`src/rtl/serial_regfront_pkg.sv`:
```
package serial_regfront_pkg;
  typedef enum logic [1:0] {
    IDX_RXD  = 2'd0,
    IDX_TXD  = 2'd1,
    IDX_STAT = 2'd2,
    IDX_CTRL = 2'd3
  } reg_idx_e;

  localparam int CTRL_TX_FLUSH = 0;
  localparam int CTRL_RX_FLUSH = 1;
  localparam int CTRL_IRQ_EN   = 4;

  localparam int ST_RX_AVAIL = 0;
  localparam int ST_RX_FULL  = 1;
  localparam int ST_TX_IDLE  = 2;
  localparam int ST_TX_OVF   = 3;
  localparam int ST_PEND     = 4;
endpackage

```
`src/rtl/sr_rx_queue.sv`:
```
module sr_rx_queue #(
  parameter int DEPTH = 8,
  parameter int DW    = 8,
  localparam int PTR_W = $clog2(DEPTH),
  localparam int CNT_W = $clog2(DEPTH + 1)
) (
  input  logic             clk,
  input  logic             rst_n,
  input  logic             push,
  input  logic [DW-1:0]    push_data,
  input  logic             pop,
  input  logic             clr,
  output logic [DW-1:0]    head_data,
  output logic [CNT_W-1:0] count,
  output logic [CNT_W-1:0] count_nxt
);
  logic [DW-1:0]    slot_q [DEPTH];
  logic [PTR_W-1:0] wptr_q, wptr_d;
  logic [CNT_W-1:0] cnt_q, cnt_d;
  logic             do_push, do_pop;
  logic [PTR_W-1:0] rd_slot;

  always_comb begin
    do_push = push && (cnt_q < CNT_W'(DEPTH)) && !clr;
    do_pop  = pop && (cnt_q != '0) && !clr;
    rd_slot = wptr_q - PTR_W'(cnt_q);
    wptr_d  = wptr_q;
    cnt_d   = cnt_q;
    if (clr) begin
      wptr_d = '0;
      cnt_d  = '0;
    end else begin
      if (do_push) wptr_d = (wptr_q == PTR_W'(DEPTH - 1)) ? '0 : wptr_q + 1'b1;
      case ({do_push, do_pop})
        2'b10:   cnt_d = cnt_q + 1'b1;
        2'b01:   cnt_d = cnt_q - 1'b1;
        default: cnt_d = cnt_q;
      endcase
    end
  end

  always_ff @(posedge clk or negedge rst_n) begin
    if (!rst_n) begin
      wptr_q <= '0;
      cnt_q  <= '0;
    end else begin
      wptr_q <= wptr_d;
      cnt_q  <= cnt_d;
    end
  end

  always_ff @(posedge clk) begin
    if (do_push) slot_q[wptr_q] <= push_data;
  end

  assign head_data = slot_q[rd_slot];
  assign count     = cnt_q;
  assign count_nxt = cnt_d;

  a_r3_count_bounded: assert property (@(posedge clk) disable iff (!rst_n)
    cnt_q <= CNT_W'(DEPTH));
  a_r4_full_drop: assert property (@(posedge clk) disable iff (!rst_n)
    (cnt_q == CNT_W'(DEPTH) && push && !pop && !clr) |=> (cnt_q == CNT_W'(DEPTH)) && $stable(wptr_q));
  a_r6_no_underflow: assert property (@(posedge clk) disable iff (!rst_n)
    (cnt_q == '0 && pop && !push) |=> (cnt_q == '0));
  a_r7_flush_empties: assert property (@(posedge clk) disable iff (!rst_n)
    clr |=> (cnt_q == '0));
endmodule

```
`src/rtl/sr_tx_hold.sv`:
```
module sr_tx_hold #(
  parameter int DW = 8
) (
  input  logic          clk,
  input  logic          rst_n,
  input  logic          load,
  input  logic [DW-1:0] load_data,
  input  logic          flush,
  input  logic          tx_ready,
  output logic [DW-1:0] tx_byte,
  output logic          tx_valid,
  output logic          ovf
);
  logic          held_q, held_d;
  logic [DW-1:0] data_q;
  logic          data_en;
  logic          ovf_q, ovf_d;

  always_comb begin
    held_d  = held_q;
    ovf_d   = ovf_q;
    data_en = 1'b0;
    if (flush) begin
      held_d = 1'b0;
      ovf_d  = 1'b0;
    end else begin
      if (held_q && tx_ready) held_d = 1'b0;
      if (load) begin
        if (held_q) ovf_d = 1'b1;
        else begin
          held_d  = 1'b1;
          data_en = 1'b1;
        end
      end
    end
  end

  always_ff @(posedge clk or negedge rst_n) begin
    if (!rst_n) begin
      held_q <= 1'b0;
      ovf_q  <= 1'b0;
      data_q <= '0;
    end else begin
      held_q <= held_d;
      ovf_q  <= ovf_d;
      if (data_en) data_q <= load_data;
    end
  end

  assign tx_byte  = data_q;
  assign tx_valid = held_q;
  assign ovf      = ovf_q;

  a_r10_offer_held: assert property (@(posedge clk) disable iff (!rst_n)
    (tx_valid && !tx_ready && !flush) |=> tx_valid && $stable(tx_byte));
  a_r11_busy_load_dropped: assert property (@(posedge clk) disable iff (!rst_n)
    (tx_valid && load && !flush) |=> ovf && $stable(tx_byte));
endmodule

```
`src/rtl/serial_regfront.sv`:
```
module serial_regfront
  import serial_regfront_pkg::*;
#(
  parameter int RXQ_DEPTH = 8,
  parameter int BYTE_W    = 8,
  parameter int WORD_W    = 32,
  parameter int ADDR_W    = 4,
  localparam int CNT_W    = $clog2(RXQ_DEPTH + 1)
) (
  input  logic              clk,
  input  logic              rst_n,
  input  logic              bus_sel,
  input  logic              bus_wr,
  input  logic [ADDR_W-1:0] bus_addr,
  input  logic [WORD_W-1:0] bus_wdata,
  output logic [WORD_W-1:0] bus_rdata,
  input  logic [BYTE_W-1:0] rx_byte,
  input  logic              rx_strobe,
  output logic [BYTE_W-1:0] tx_byte,
  output logic              tx_valid,
  input  logic              tx_ready,
  output logic              irq
);
  reg_idx_e          idx;
  logic              acc_rd, acc_wr;
  logic              q_pop, q_clr, tx_load, tx_flush, ctrl_en;
  logic [BYTE_W-1:0] head_data;
  logic [CNT_W-1:0]  q_count, q_count_nxt;
  logic              tx_ovf;
  logic [WORD_W-1:0] ctrl_q;
  logic              pend_q, pend_d;
  logic [WORD_W-1:0] status;

  always_comb begin
    idx      = reg_idx_e'(bus_addr[3:2]);
    acc_rd   = bus_sel && !bus_wr;
    acc_wr   = bus_sel && bus_wr;
    q_pop    = acc_rd && (idx == IDX_RXD);
    ctrl_en  = acc_wr && (idx == IDX_CTRL);
    q_clr    = ctrl_en && bus_wdata[CTRL_RX_FLUSH];
    tx_flush = ctrl_en && bus_wdata[CTRL_TX_FLUSH];
    tx_load  = acc_wr && (idx == IDX_TXD);
  end

  sr_rx_queue #(.DEPTH(RXQ_DEPTH), .DW(BYTE_W)) u_rxq (
    .clk       (clk),
    .rst_n     (rst_n),
    .push      (rx_strobe),
    .push_data (rx_byte),
    .pop       (q_pop),
    .clr       (q_clr),
    .head_data (head_data),
    .count     (q_count),
    .count_nxt (q_count_nxt)
  );

  sr_tx_hold #(.DW(BYTE_W)) u_txh (
    .clk       (clk),
    .rst_n     (rst_n),
    .load      (tx_load),
    .load_data (bus_wdata[BYTE_W-1:0]),
    .flush     (tx_flush),
    .tx_ready  (tx_ready),
    .tx_byte   (tx_byte),
    .tx_valid  (tx_valid),
    .ovf       (tx_ovf)
  );

  always_comb begin
    pend_d = pend_q;
    if (acc_rd && (idx == IDX_STAT)) pend_d = 1'b0;
    if (tx_load) pend_d = 1'b1;
    if (q_count_nxt != '0) pend_d = 1'b1;
  end

  always_ff @(posedge clk or negedge rst_n) begin
    if (!rst_n) begin
      pend_q <= 1'b0;
      ctrl_q <= '0;
    end else begin
      pend_q <= pend_d;
      if (ctrl_en) ctrl_q <= bus_wdata;
    end
  end

  always_comb begin
    status              = '0;
    status[ST_RX_AVAIL] = (q_count != '0);
    status[ST_RX_FULL]  = (q_count == CNT_W'(RXQ_DEPTH));
    status[ST_TX_IDLE]  = !tx_valid;
    status[ST_TX_OVF]   = tx_ovf;
    status[ST_PEND]     = pend_q;
  end

  always_comb begin
    case (idx)
      IDX_RXD:  bus_rdata = WORD_W'(head_data);
      IDX_STAT: bus_rdata = status;
      IDX_CTRL: bus_rdata = ctrl_q;
      default:  bus_rdata = '0;
    endcase
  end

  assign irq = pend_q && ctrl_q[CTRL_IRQ_EN];

  a_r8_pend_while_nonempty: assert property (@(posedge clk) disable iff (!rst_n)
    (q_count != '0) |-> pend_q);
  a_r8_txwrite_sets_pend: assert property (@(posedge clk) disable iff (!rst_n)
    tx_load |=> pend_q);
  a_r9_irq_needs_enable: assert property (@(posedge clk) disable iff (!rst_n)
    irq |-> ctrl_q[CTRL_IRQ_EN]);
endmodule

```
`config.mk`:
```
export PLATFORM = sky130hd
export DESIGN_NAME = serial_regfront
export DESIGN_NICKNAME = d
export VERILOG_FILES = /design/src/rtl/serial_regfront_pkg.sv /design/src/rtl/sr_rx_queue.sv /design/src/rtl/sr_tx_hold.sv /design/src/rtl/serial_regfront.sv
export SDC_FILE = /design/constraint.sdc
export NUM_CORES = 1
export LEC_CHECK = 0
export CORE_AREA = 2 2 100 102
export DETAILED_ROUTE_END_ITERATION = 6
export DIE_AREA = 0 0 102 104
export PLACE_DENSITY = 0.84
export SLEW_MARGIN = 20
export SYNTH_ARGS = -nofsm -noshare
export SYNTH_HDL_FRONTEND = slang
export SYNTH_SLANG_ARGS = --single-unit
```
`constraint.sdc`:
```
create_clock -name clk -period 4.2 [get_ports clk]
set_input_delay 0.63 -clock clk [delete_from_list [all_inputs] [get_ports clk]]
set_output_delay 0.63 -clock clk [all_outputs]
set_load 0.01 [all_outputs]
```
==> summary.md <==
| Metric | Value |
|---|---|
| Outcome | complete, no violations |
| Most frequent cell after synthesis | edfxtp_1 |
| Area Growth Syn to Fin | 30.4% |
| Largest family of logic cells by synthesized area | multiplexers |
| Slowest CP cell | fa_2 |
| Worst slack at placement | 0.506 ns |
| Final Hold Slack | 0.218 ns |
| Hold_buf cts | 0 |
| Syn Nets | 386 |
| Dpl hpwl | 7220 um |
| Layout Utilization | 0.695 |
| Ys async rst share | 0.439 |
| Reg2reg end | pend_q$_DFFE_PN0P_ |
| Setup crit start kind | flop |
| Post-route ant nets | 0 |
| Post-DR vias/cell | 5.51 |
| Largest cells by area after synthesis | edfxtp_1 (38%), dfrtp_1 (25%), mux2_2 (8.4%) |
| Syn Std Cell Area | 5090 um2 |
| Max-Cap Viols | 0 |
| Critical path buffer and inverter count | 3 |
| RSZ-0062 raised after global routing | no |
| Setup-failing EPs final | 0 |
| Crit-path cells | inv_1, ha_1, inv_1, fa_2, mux4_2, mux2i_1, o21ai_0, clkdlybuf4s50_1 |
| Post-Synth Adder-Cell Area | 0.0187 |
| Initial antenna violation count | 0 |
| Setup TNS | 0 ns |
| Mapped Avg Cell Area | 15.5 um2 |
| Fraction of the mapped netlist area in compound gates | 0.0263 |
| Vias | 3159 |
| VDD IR max | 0.412 mV |
| Register bit total from synthesis | 114 |
| Synth Instances | 329 |
| Yosys top cell area share | 0.377 |
| Remaining global-route overflow | 0 |
| Fin Clk Skew | 0.00607 ns |
| RePlAce Congestion | 0.810 |
| Num CTS Buffers | 17 |
| CP delay by family, top | adder cells |
| Core ar. | 9550 um2 |
| TritonCTS clock tree | built |
| # IOs | 92 |
| Die height | 104 um |
| Final WL | 11000 um |
| Yosys top cell by area | edfxtp_1 |
| Reg-to-Reg Start | u_rxq.count[2]$_DFF_PN0_ |
| Post-synthesis xor/xnor area fraction | 0.0174 |
| Seq/Total Area, Yosys | 0.623 |
| Layout Nets | 484 |
| Initial drt markers | 136 |
| Crit share post-route | 0.966 |
| Final Instance Area | 6640 um2 |
| Slew @ Worst Pin | 0.959 ns |
| Post-synth top cells | edfxtp_1 (64), dfrtp_1 (50), mux2_2 (38), and3_1 (26), nand2_1 (19) |
| # DRC | 0 |
| Yosys warning count | 0 |
| First-pass GRT wire length | 17400 um |
| Yosys cell types | 48 |
| Area taken by multi-input logic gates | 1760 um2 |
| Initial Util | 0.533 |
| WP data arrival | 3.43 ns |
| Leak pwr | 2.63 nW |
| R2r setup slk | 1.59 ns |
| Worst Setup EP | bus_rdata[6] |
| Fmax achieved | 0.246 GHz |
| Bufs on Longest Clock Path | 2 |
| Setup WS post-layout | 0.141 ns |
| Die extent in x | 102 um |
| Layout Cells excl Fill | 573 |
| Vias in the first global route | 3395 |
| Worst EP required | 3.57 ns |
| Crit Path Category | reg2out |
| Register area | 3170 um2 |
| Port bufs | 89 |
| Clock sinks | 114 |
| Post-synthesis mux area share | 0.186 |
| Endpoints failing hold | 0 |
| CTS clk-pin slew, worst paths | 0.06 ns |
| Main synth FF type | edfxtp_1 |
| Crit-path max cell delay | 0.76 ns |
| GRT Util Overall | 0.219 |
| Diode count | 0 |
| CTS H-tree depth | 4 |
| # fillers | 641 |
| Hold Path Class | in2async |
| Total power | 4.52 mW |
| Crit-path max FO | 12 |
| DP Area | 6080 um2 |
| Root buffer cell | clkbuf_8 |
| Placed Instances | 541 |
| Skew-Pair Late Insertion Delay | 0.51 ns |
| FP Rows | 36 |
| Largest net degree at the start of global routing | 51 |
| Area of the die | 10600 um2 |
| R2R depth | 10 |
| Cell mode on critical path | inv_1 |
| Fraction of layout cells with a size suffix above 1 | 0.220 |
| Crit. End Element | output port |
| Fin. max-slew vios | 0 |
| Critical path depth in cells | 8 |
| Critical path origin | u_rxq.wptr_q[0]$_DFFE_PN0P_ |
| Post-Synth Simple-Gate Area | 0.0968 |
| Normalized max-slew margin | 0.358 |
| Pre-antenna DRT Iters | 4 |
| PD cells | 681 nW/um2 |
| Wire per inst | 19.3 um |
| Post-layout min period | 4.06 ns |
| Post-synth EDFFs | 64 |
==> power breakdown <==
part | leakage [nW] | internal, mW | total, mW | switching, mW
Sequential | 1.18 | 1.39 | 1.52 | 0.135
Combinational | 1.19 | 0.887 | 1.65 | 0.763
Clock | 0.266 | 0.842 | 1.35 | 0.505
==> layout by cell type (no fill, tap or decap), types with 2 or more instances in the layout <==
master,n
mux4_1,7
nand3_1,2
bufinv_16,2
clkinv_2,3
clkbuf_1,2
o21ai_0,12
edfxtp_1,64
nor3_1,5
mux2_1,2
nand2_1,19
a221oi_1,2
nor3b_1,2
mux4_2,9
xnor2_1,2
a21oi_1,4
inv_6,2
ha_1,6
xor2_1,5
inv_1,5
dfrtp_1,50
buf_4,10
clkdlybuf4s50_1,88
mux2i_1,11
clkinvlp_4,3
nand2b_1,3
mux2_2,38
nor2_1,14
clkbuf_16,16
and3_1,26
clkinv_4,2
==> cells by family after synthesis <==
logic type      after synthesis
flops                       114
simple gates                 85
mux                          67
buf+inv                      25
compound gates               23
xor+xnor                      8
fa+ha+maj                     7
==> sequential cells by signal (all words and copies together) (netlist names) <==
| name | flops |
|---|---|
| u_rxq.slot_q | 64 |
| u_txh.tx_valid | 1 |
| u_txh.ovf | 1 |
| pend_q | 1 |
| u_rxq.count | 4 |
| u_txh.tx_byte | 8 |
| ctrl_q | 32 |
| u_rxq.wptr_q | 3 |
==> timing repair <==
action / in CTS / in global routing
setup endpoints to repair: 3 / 0
buffers inserted: 0 / 0
resized for setup: 1 / 0
==> worst register-to-register path: cells and delay by family, from the launching register on <==
kind | cells | cell delay [ns]
compound gates | 2 | 0.25
fa+ha+maj | 2 | 0.55
flops | 1 | 0.53
simple gates | 3 | 0.66
xor+xnor | 3 | 0.47
==> metal layers <==
metal  track usage  part of all wire  vias to the layer above
li1              -                 -                     1446
met1         0.259              0.40                     1552
met2         0.374              0.51                      138
met3        0.0612             0.068                       23
met4        0.0914             0.024                        0
met5             0                 0                        -
==> worst min-delay path by stage <==
stage	startpoint	to	slack [ns]	cells past startpoint
final	rst_n	ctrl_q[8]$_DFFE_PN0N_	0.22	2
after global routing	rst_n	ctrl_q[30]$_DFFE_PN0N_	0.27	2
after CTS	rst_n	ctrl_q[8]$_DFFE_PN0N_	0.23	2
after detailed placement	ctrl_q[9]$_DFFE_PN0N_	ctrl_q[9]$_DFFE_PN0N_	0.48	1
after global placement	ctrl_q[1]$_DFFE_PN0N_	ctrl_q[1]$_DFFE_PN0N_	0.46	2
after floorplan	rst_n	ctrl_q[0]$_DFFE_PN0N_	0.33	0
==> cell type report <==
| type | instances | share of cell area |
|---|---|---|
| repair buffers | 99 | 0.145 |
| multi-input cells | 190 | 0.265 |
| clock buffers | 19 | 0.0635 |
| clock inverters | 13 | 0.0205 |
| well taps | 133 | 0.0251 |
| inverters | 5 | 0.00283 |
| flip-flops and latches | 114 | 0.478 |
Power figures use the tool's default switching activity.
